==> config.mk <==
export PLATFORM = sky130hd
export DESIGN_NAME = dual_counter_pwm
export DESIGN_NICKNAME = d
export VERILOG_FILES = /design/src/rtl/dual_counter_pwm.sv
export SDC_FILE = /design/constraint.sdc
export NUM_CORES = 1
export LEC_CHECK = 0
export ABC_AREA = 1
export BUFFER_PORTS_ARGS = -buffer_cell sky130_fd_sc_hd__buf_2
export CORE_MARGIN = 1.5
export CORE_UTILIZATION = 30
export CTS_BUF_LIST = sky130_fd_sc_hd__clkbuf_4
export CTS_CLUSTER_DIAMETER = 50
export CTS_CLUSTER_SIZE = 30
export DETAILED_ROUTE_END_ITERATION = 10
export GPL_TIMING_DRIVEN = 0
export PLACE_DENSITY = 0.52
export SYNTH_ARGS = -nofsm -noshare
export SYNTH_HDL_FRONTEND = slang
export SYNTH_SLANG_ARGS = --single-unit
==> constraint.sdc <==
create_clock -name clk -period 3.51 [get_ports clk]
set_clock_uncertainty 0.1 [all_clocks]
set_input_delay 0.351 -clock clk [delete_from_list [all_inputs] [get_ports clk]]
set_output_delay 0.351 -clock clk [all_outputs]
set_load 0.05 [all_outputs]
==> src/rtl/dual_counter_pwm.sv <==
module dual_counter_pwm #(
  parameter int CNT_W = 32
) (
  input  logic        clk,
  input  logic        rst,
  input  logic        wr_en,
  input  logic [4:0]  addr,
  input  logic [31:0] wr_data,
  output logic [31:0] rd_data,
  output logic        pwm_out
);
  localparam logic [CNT_W-1:0] MAXV = {CNT_W{1'b1}};
  localparam logic [11:0] CSR_MASK = 12'hAB7;

  logic [11:0]      csr [2];
  logic [CNT_W-1:0] ld  [2];
  logic [CNT_W-1:0] cnt [2];
  logic [1:0]       rl;
  logic             pwm_q;

  function automatic logic gen_ok(input logic [11:0] c);
    return !c[0] && c[2] && c[4] && !c[5] && c[7] && c[9];
  endfunction

  function automatic logic [CNT_W:0] cyc_len(input logic [CNT_W-1:0] l, input logic down);
    return down ? ({1'b0, l} + (CNT_W+1)'(2))
                : ({1'b0, MAXV} - {1'b0, l} + (CNT_W+1)'(2));
  endfunction

  logic [1:0] hit_csr, hit_ld;
  assign hit_csr = {addr == 5'h10, addr == 5'h00};
  assign hit_ld  = {addr == 5'h14, addr == 5'h04};

  logic act, p0, hi_ok, en_any;
  assign act    = gen_ok(csr[0]) && !csr[0][11] && gen_ok(csr[1]);
  assign p0     = act && rl[0];
  assign hi_ok  = cyc_len(ld[1], csr[1][1]) < cyc_len(ld[0], csr[0][1]);
  assign en_any = csr[0][7] || csr[1][7];

  always_ff @(posedge clk) begin
    if (rst) begin
      for (int i = 0; i < 2; i++) begin
        csr[i] <= '0;
        ld[i]  <= '0;
        cnt[i] <= '0;
      end
      rl    <= '0;
      pwm_q <= 1'b0;
    end else begin
      for (int i = 0; i < 2; i++) begin
        if (csr[i][5]) begin
          cnt[i] <= ld[i];
          rl[i]  <= 1'b0;
        end else if (i == 1 && p0) begin
          cnt[i] <= ld[i];
          rl[i]  <= 1'b0;
        end else if (csr[i][7]) begin
          if (rl[i]) begin
            cnt[i] <= ld[i];
            rl[i]  <= 1'b0;
          end else if (cnt[i] == (csr[i][1] ? '0 : MAXV)) begin
            if (csr[i][4]) begin
              cnt[i] <= csr[i][1] ? MAXV : '0;
              rl[i]  <= 1'b1;
            end
          end else begin
            cnt[i] <= csr[i][1] ? cnt[i] - 1'b1 : cnt[i] + 1'b1;
          end
        end
        if (wr_en && hit_csr[i]) csr[i] <= wr_data[11:0] & CSR_MASK;
        if (wr_en && hit_ld[i])  ld[i]  <= wr_data[CNT_W-1:0];
      end
      if (wr_en && |hit_csr && wr_data[10]) begin
        csr[0][7] <= 1'b1;
        csr[1][7] <= 1'b1;
      end
      if (!act)        pwm_q <= 1'b0;
      else if (p0)     pwm_q <= hi_ok;
      else if (rl[1])  pwm_q <= 1'b0;
    end
  end

  assign pwm_out = pwm_q;

  always_comb begin
    case (addr)
      5'h00:   rd_data = {20'b0, csr[0][11], en_any, csr[0][9:0]};
      5'h04:   rd_data = 32'(ld[0]);
      5'h08:   rd_data = 32'(cnt[0]);
      5'h10:   rd_data = {20'b0, csr[1][11], en_any, csr[1][9:0]};
      5'h14:   rd_data = 32'(ld[1]);
      5'h18:   rd_data = 32'(cnt[1]);
      default: rd_data = '0;
    endcase
  end
endmodule

## Yosys cells after proc, flatten, opt, wreduce, memory -nomap -nowiden

Memories as Yosys holds them, arrays and structs flattened.
Index checks and enable logic that the tools add are counted.
Widths: inputs -> output; s select.

| storage, ports and cells | value |
|---|---|
| memories | 3 |
| logic and storage cells | 163 |
| output and inout bits | 33 |
| register bits | 3 |
| memory bits (writable) | 144 |
| input port bits | 40 |

Memories:

| name | depth | width | read ports | clocked after Yosys merged registers in | write ports | RTL line | source |
|---|---|---|---|---|---|---|---|
| cnt | 2 | 32 | 2 | 0 | 2 | 17 | `logic [CNT_W-1:0] cnt [2];` |
| ld | 2 | 32 | 2 | 0 | 2 | 16 | `logic [CNT_W-1:0] ld [2];` |
| csr | 2 | 8 | 2 | 0 | 2 | 15 | `logic [11:0] csr [2];` |

| operators by class | value |
|---|---|
| $add $sub $neg | 10 |
| equality and inequality tests | 7 |
| magnitude comparators | 1 |
| bitwise logic cells | 16 |
| reductions and logical operators | 31 |
| mux-type cells | 92 |

Operators with widths:

| cell | count |
|---|---|
| $mux 32 | 17 |
| $pmux 32 s6 | 1 |
| $mux 1 | 70 |
| $add 32x2->33 const B | 2 |
| $add 33x2->33 const B | 2 |
| $mux 33 | 2 |
| $sub 32x32->33 const A | 2 |
| $add 32x1->32 const B | 2 |
| $eq 32x32->1 | 2 |
| $sub 32x1->32 const B | 2 |
| $lt 33x33->1 | 1 |
| $logic_and 1x1->1 | 19 |
| $mux 8 | 2 |
| $eq 5x5->1 const B | 3 |
| $or 1x1->1 | 15 |
| $reduce_or 2->1 | 3 |
| $eq 5x3->1 const B | 1 |
| $eq 5x4->1 const B | 1 |
| $logic_not 1->1 | 5 |
| $logic_not 5->1 | 1 |
| $reduce_or 3->1 | 1 |
| $reduce_bool 2->1 | 1 |
| $logic_or 1x1->1 | 1 |
| $not 1->1 | 1 |

## Depth between registers and ports, before layout

An unclocked memory read counts as a cell.

| depth | value |
|---|---|
| depth in word-level cells | 18 |
| gate-level depth with buffers | 22 |
| depth with buffers taken out | 22 |

## Least setup slack after synthesis

OpenSTA, ideal clock, no wires.

| timing | value |
|---|---|
| kind | in2reg |
| from | input port addr[1] |
| to | memory ld[1][0] (netlist: ld[0][32]) (enable) |
| cell stages on the path | 4 |
| path buffers | 1 |
| path slack | -0.322 ns |
| setup time | 0.466 ns |
| arrival time | 3.267 ns |
| cells stage by stage | nor2_2 > nand3_1 > clkbuf_1 > o21ai_0 |

RTL lines:

| what | RTL line | source |
|---|---|---|
| from (decl) | 7 | `input logic [4:0] addr,` |
| to (decl) | 16 |  |

==> impl_metrics.csv <==
group,metric,value,unit
timing,timing.fmax,285,MHz
timing,worst_slew_margin,20.7,%
floorplan,design.die.area,51500,um^2
cells_and_area,share_of_post_route_cells_with_drive_strength_above_1,13.9,%
timing,grt_setup_unrepaired,"yes",
global_routing,grt_overflow,0,
clock_tree,cts_root_buf,"sky130_fd_sc_hd__clkbuf_4",
setup_path,critical_path_arrival,4.06,ns
clock_tree,worst_skew_pair.late_latency,0.74,ns
timing,final_period_minus_worst_setup_slack,3.51,ns
global_routing,track_usage,26.0,%
synthesis,yosysTopAreaCellShare,28.4,%
clock_tree,cts_buffer_depth,2,
synthesis,main_combinational_cell_family_by_area_after_synthesis,"simple AND/OR/NAND/NOR gates",
timing,final-max-slew-violation-count,0,
power,total_power,5530,uW
floorplan,rows,81,
cells_and_area,fin_nets,2559,
synthesis,number_of_enable_flip_flop_cells_after_synthesis,142,
hold_path,worst_hold_path_type,"input pin to flip-flop",
clock_tree,htree_num_levels,4,
clock_tree,clkSinkCount,147,
synthesis,yosysSeqAreaShare,29.0,%
cells_and_area,area.growth.synth_to_final,18.7,%
drt,first_iter_violations,2081,
place,placed_area,16300,um^2
clock_tree,clock_tree_from_tritoncts,"done",
synthesis,syn_inst,2228,
cells_and_area,fillCellCount,5378,
place,place_congestion,0.999,
timing,setup_slack_of_the_critical_path_after_layout,-0.00292,ns
floorplan,chipHeight,227,um
synthesis,synth_fa_ha_area_share,8.26,%
floorplan,top_level_ports,73,
power,p_per_area,310,nW/um^2
synthesis,synth.area.mux_share,0,%
clock_tree,cts_buffers,17,
synthesis,top_post_synthesis_cells_by_area,"sky130_fd_sc_hd__edfxtp_1 28%, sky130_fd_sc_hd__nand2_1 13%, sky130_fd_sc_hd__inv_1 8.3%",
cells_and_area,mostFrequentLayoutCell,"sky130_fd_sc_hd__nand2_1",
drt,remaining_design_rule_violation_count,0,
synthesis,synth-warning-count,0,
timing,hold_violations,0,
drt,drt-wirelength-per-cell,21.7,um
drt,detail_route.vias_per_cell,5.33,
place,port_bufs,72,
synthesis,syn_area_per_cell,6.75,um^2
cells_and_area,layout.cells.most_common_list,"495 x sky130_fd_sc_hd__nand2_1, 323 x sky130_fd_sc_hd__inv_1, 247 x sky130_fd_sc_hd__nor2_1",
floorplan,core_area,49200,um^2
power,vdd_drop_max,0.202,mV
job,max_cap_violations,0,
drt,drt_pre_antenna_iters,6,
clock_tree,worst_setup_hold_path_clk_slew,0.16,ns
cells_and_area,post-route-util,36.3,%
timing,finalSetupViolCount,1,
global_routing,grt_max_degree,33,
setup_path,worstSetupPathType,"flip-flop to flip-flop",
setup_path,endpoint_required_time_on_the_critical_path,4.05,ns
synthesis,post_synth_xor_area_fraction,5.48,%
synthesis,synth-compound-area-share,14.8,%
synthesis,postSynth.asyncResetShare,0,%
place,worst_case_setup_slack_after_placement,-1.34,ns
setup_path,crit_path_end_kind,"flip-flop",
floorplan,floorplan.initialDensity,30.6,%
synthesis,netlist_area,15000,um^2
timing,holdWs,0.151,ns
synthesis,ys_ff_latch,147,
drt,drt.antenna.violating_nets,0,
place,dp_hpwl,54600,um
setup_path,critical_path.max_fanout,3,
synthesis,synth_fp_nets,2366,
global_routing,number_of_antenna_violations_at_the_first_check_in_global_routing,1,
global_routing,first_global_vias,15000,
run_status,violations,"negative setup slack",
run_status,outcome,"complete, but fails checks",
setup_path,worst_setup_path_start_kind,"flip-flop",
global_routing,grt_first_pass_wirelength,96700,um
power,p_leak,0.00830,uW
drt,via_count,16500,
synthesis,synth_top_flop_cell,"sky130_fd_sc_hd__edfxtp_1",
timing,share_of_the_clock_period_used_by_the_worst_path,100,%
drt,totalWireLength,67400,um
timing,max_slew.worst_pin.slew,1.18,ns
synthesis,ys_types,57,
floorplan,fp.dieW,227,um
synthesis,synthSimpleGateAreaFrac,32.0,%
synthesis,synth_area_leader_cell,"sky130_fd_sc_hd__edfxtp_1",
cells_and_area,fin_area,17800,um^2
==> worst max-delay path: stages, from the launching register on <==
cell and delay, ns:
sky130_fd_sc_hd__edfxtp_1 0.50, sky130_fd_sc_hd__buf_4 0.16, sky130_fd_sc_hd__buf_4 0.09, sky130_fd_sc_hd__buf_4 0.09, sky130_fd_sc_hd__nand3_1 0.11, sky130_fd_sc_hd__inv_2 0.11
sky130_fd_sc_hd__nand4_1 0.08, sky130_fd_sc_hd__buf_4 0.18, sky130_fd_sc_hd__nor4_4 0.33, sky130_fd_sc_hd__nand2_1 0.14, sky130_fd_sc_hd__a21oi_2 0.15, sky130_fd_sc_hd__xor2_1 0.19
sky130_fd_sc_hd__ha_1 0.27, sky130_fd_sc_hd__a21oi_1 0.15, sky130_fd_sc_hd__o21ai_0 0.10, sky130_fd_sc_hd__a21oi_1 0.15, sky130_fd_sc_hd__nor2_1 0.07, sky130_fd_sc_hd__nor4_2 0.16
sky130_fd_sc_hd__nand2_2 0.19, sky130_fd_sc_hd__a21oi_2 0.15
==> registers in the layout, summed over array words and instances, names as in the netlist <==
signal / cells
rl: 2
cnt: 64
ld: 64
pwm_out: 1
csr: 16
==> final cells by class <==
class	instances	area, um^2	share of cell area (%)
antenna	1	2.50	0.0140
buffer	51	275	1.54
inverter	345	1300	7.31
timing repair buffer	174	1300	7.29
multi-input combinational	1685	9490	53.2
tap	664	831	4.66
clock inverter	14	141	0.792
sequential	147	4360	24.5
clock buffer	18	135	0.757
==> Yosys cell counts (5+ instances only) <==
library cell / count
sky130_fd_sc_hd__or2_2: 5
sky130_fd_sc_hd__a221oi_1: 6
sky130_fd_sc_hd__nor3_1: 45
sky130_fd_sc_hd__nand2_1: 502
sky130_fd_sc_hd__buf_4: 5
sky130_fd_sc_hd__ha_1: 96
sky130_fd_sc_hd__nor2_4: 5
sky130_fd_sc_hd__buf_2: 12
sky130_fd_sc_hd__xor2_1: 87
sky130_fd_sc_hd__o21ai_0: 138
sky130_fd_sc_hd__nand4_1: 38
sky130_fd_sc_hd__xnor2_1: 7
sky130_fd_sc_hd__nor2_1: 260
sky130_fd_sc_hd__edfxtp_1: 142
sky130_fd_sc_hd__o211ai_1: 5
sky130_fd_sc_hd__a21o_1: 5
sky130_fd_sc_hd__o21ai_1: 5
sky130_fd_sc_hd__a211oi_2: 5
sky130_fd_sc_hd__o221ai_1: 8
sky130_fd_sc_hd__inv_1: 331
sky130_fd_sc_hd__inv_2: 10
sky130_fd_sc_hd__nand3b_1: 7
sky130_fd_sc_hd__dfxtp_1: 5
sky130_fd_sc_hd__nand3_1: 166
sky130_fd_sc_hd__clkbuf_1: 28
sky130_fd_sc_hd__nand2_2: 21
sky130_fd_sc_hd__nor4_1: 22
sky130_fd_sc_hd__nor2_2: 13
sky130_fd_sc_hd__o22ai_1: 36
sky130_fd_sc_hd__a21oi_1: 156
==> cell families (layout without fill, tap and decap cells) <==
| family | Yosys count | in the layout |
|---|---|---|
| xor+xnor | 94 | 94 |
| buf+inv | 398 | 602 |
| flops | 147 | 147 |
| compound gates | 392 | 392 |
| other cells | 0 | 1 |
| fa+ha+maj | 98 | 98 |
| simple gates | 1099 | 1101 |
==> metal layers <==
layer / vias up / part of all wire [%] / wire [um] / GRT usage [%]
li1: 7855 / - / - / -
met5: - / 0 / 0 / 0
met4: 0 / 2.0 / 1370 / 6.22
met3: 65 / 8.0 / 5380 / 4.54
met1: 7862 / 47 / 31900 / 38.5
met2: 739 / 43 / 28700 / 38.7
==> path summary, 6_finish.rpt <==
check	to	start	cells after the start	slack, ns
worst min register to register	pwm_out$_SDFFE_PP0P_	pwm_out$_SDFFE_PP0P_	2	0.43
worst min-delay path	ld[0][43]$_DFFE_PP_	wr_data[11]	3	0.15
worst max-delay path	pwm_out$_SDFFE_PP0P_	ld[0][33]$_DFFE_PP_	19	-0.003
worst max register to register	pwm_out$_SDFFE_PP0P_	ld[0][33]$_DFFE_PP_	19	-0.003
==> power by group <==
group | switching (uW) | internal, uW | total [uW]
sequential | 161 | 2070 | 2230
combinational | 1420 | 697 | 2120
clock | 849 | 329 | 1180
total | 2430 | 3100 | 5530
==> per-stage QoR <==
step | setup TNS, ns | cells
after floorplan | 0 | 2228
after global placement | -176.14 | 2964
after detailed placement | -86.66 | 2967
after CTS | 0 | 3047
after global routing | -0.198 | 3099
final | -0.00292 | 3099
==> repair_timing <==
action	in CTS	in global routing
setup buffers	16	51
pin swaps	2	15
resized for setup	29	70
endpoints found under the hold margin	76	0
endpoints found under the setup margin	111	78
gates cloned	1	1
hold buffers	32	0
Power figures use the tool's default switching activity.
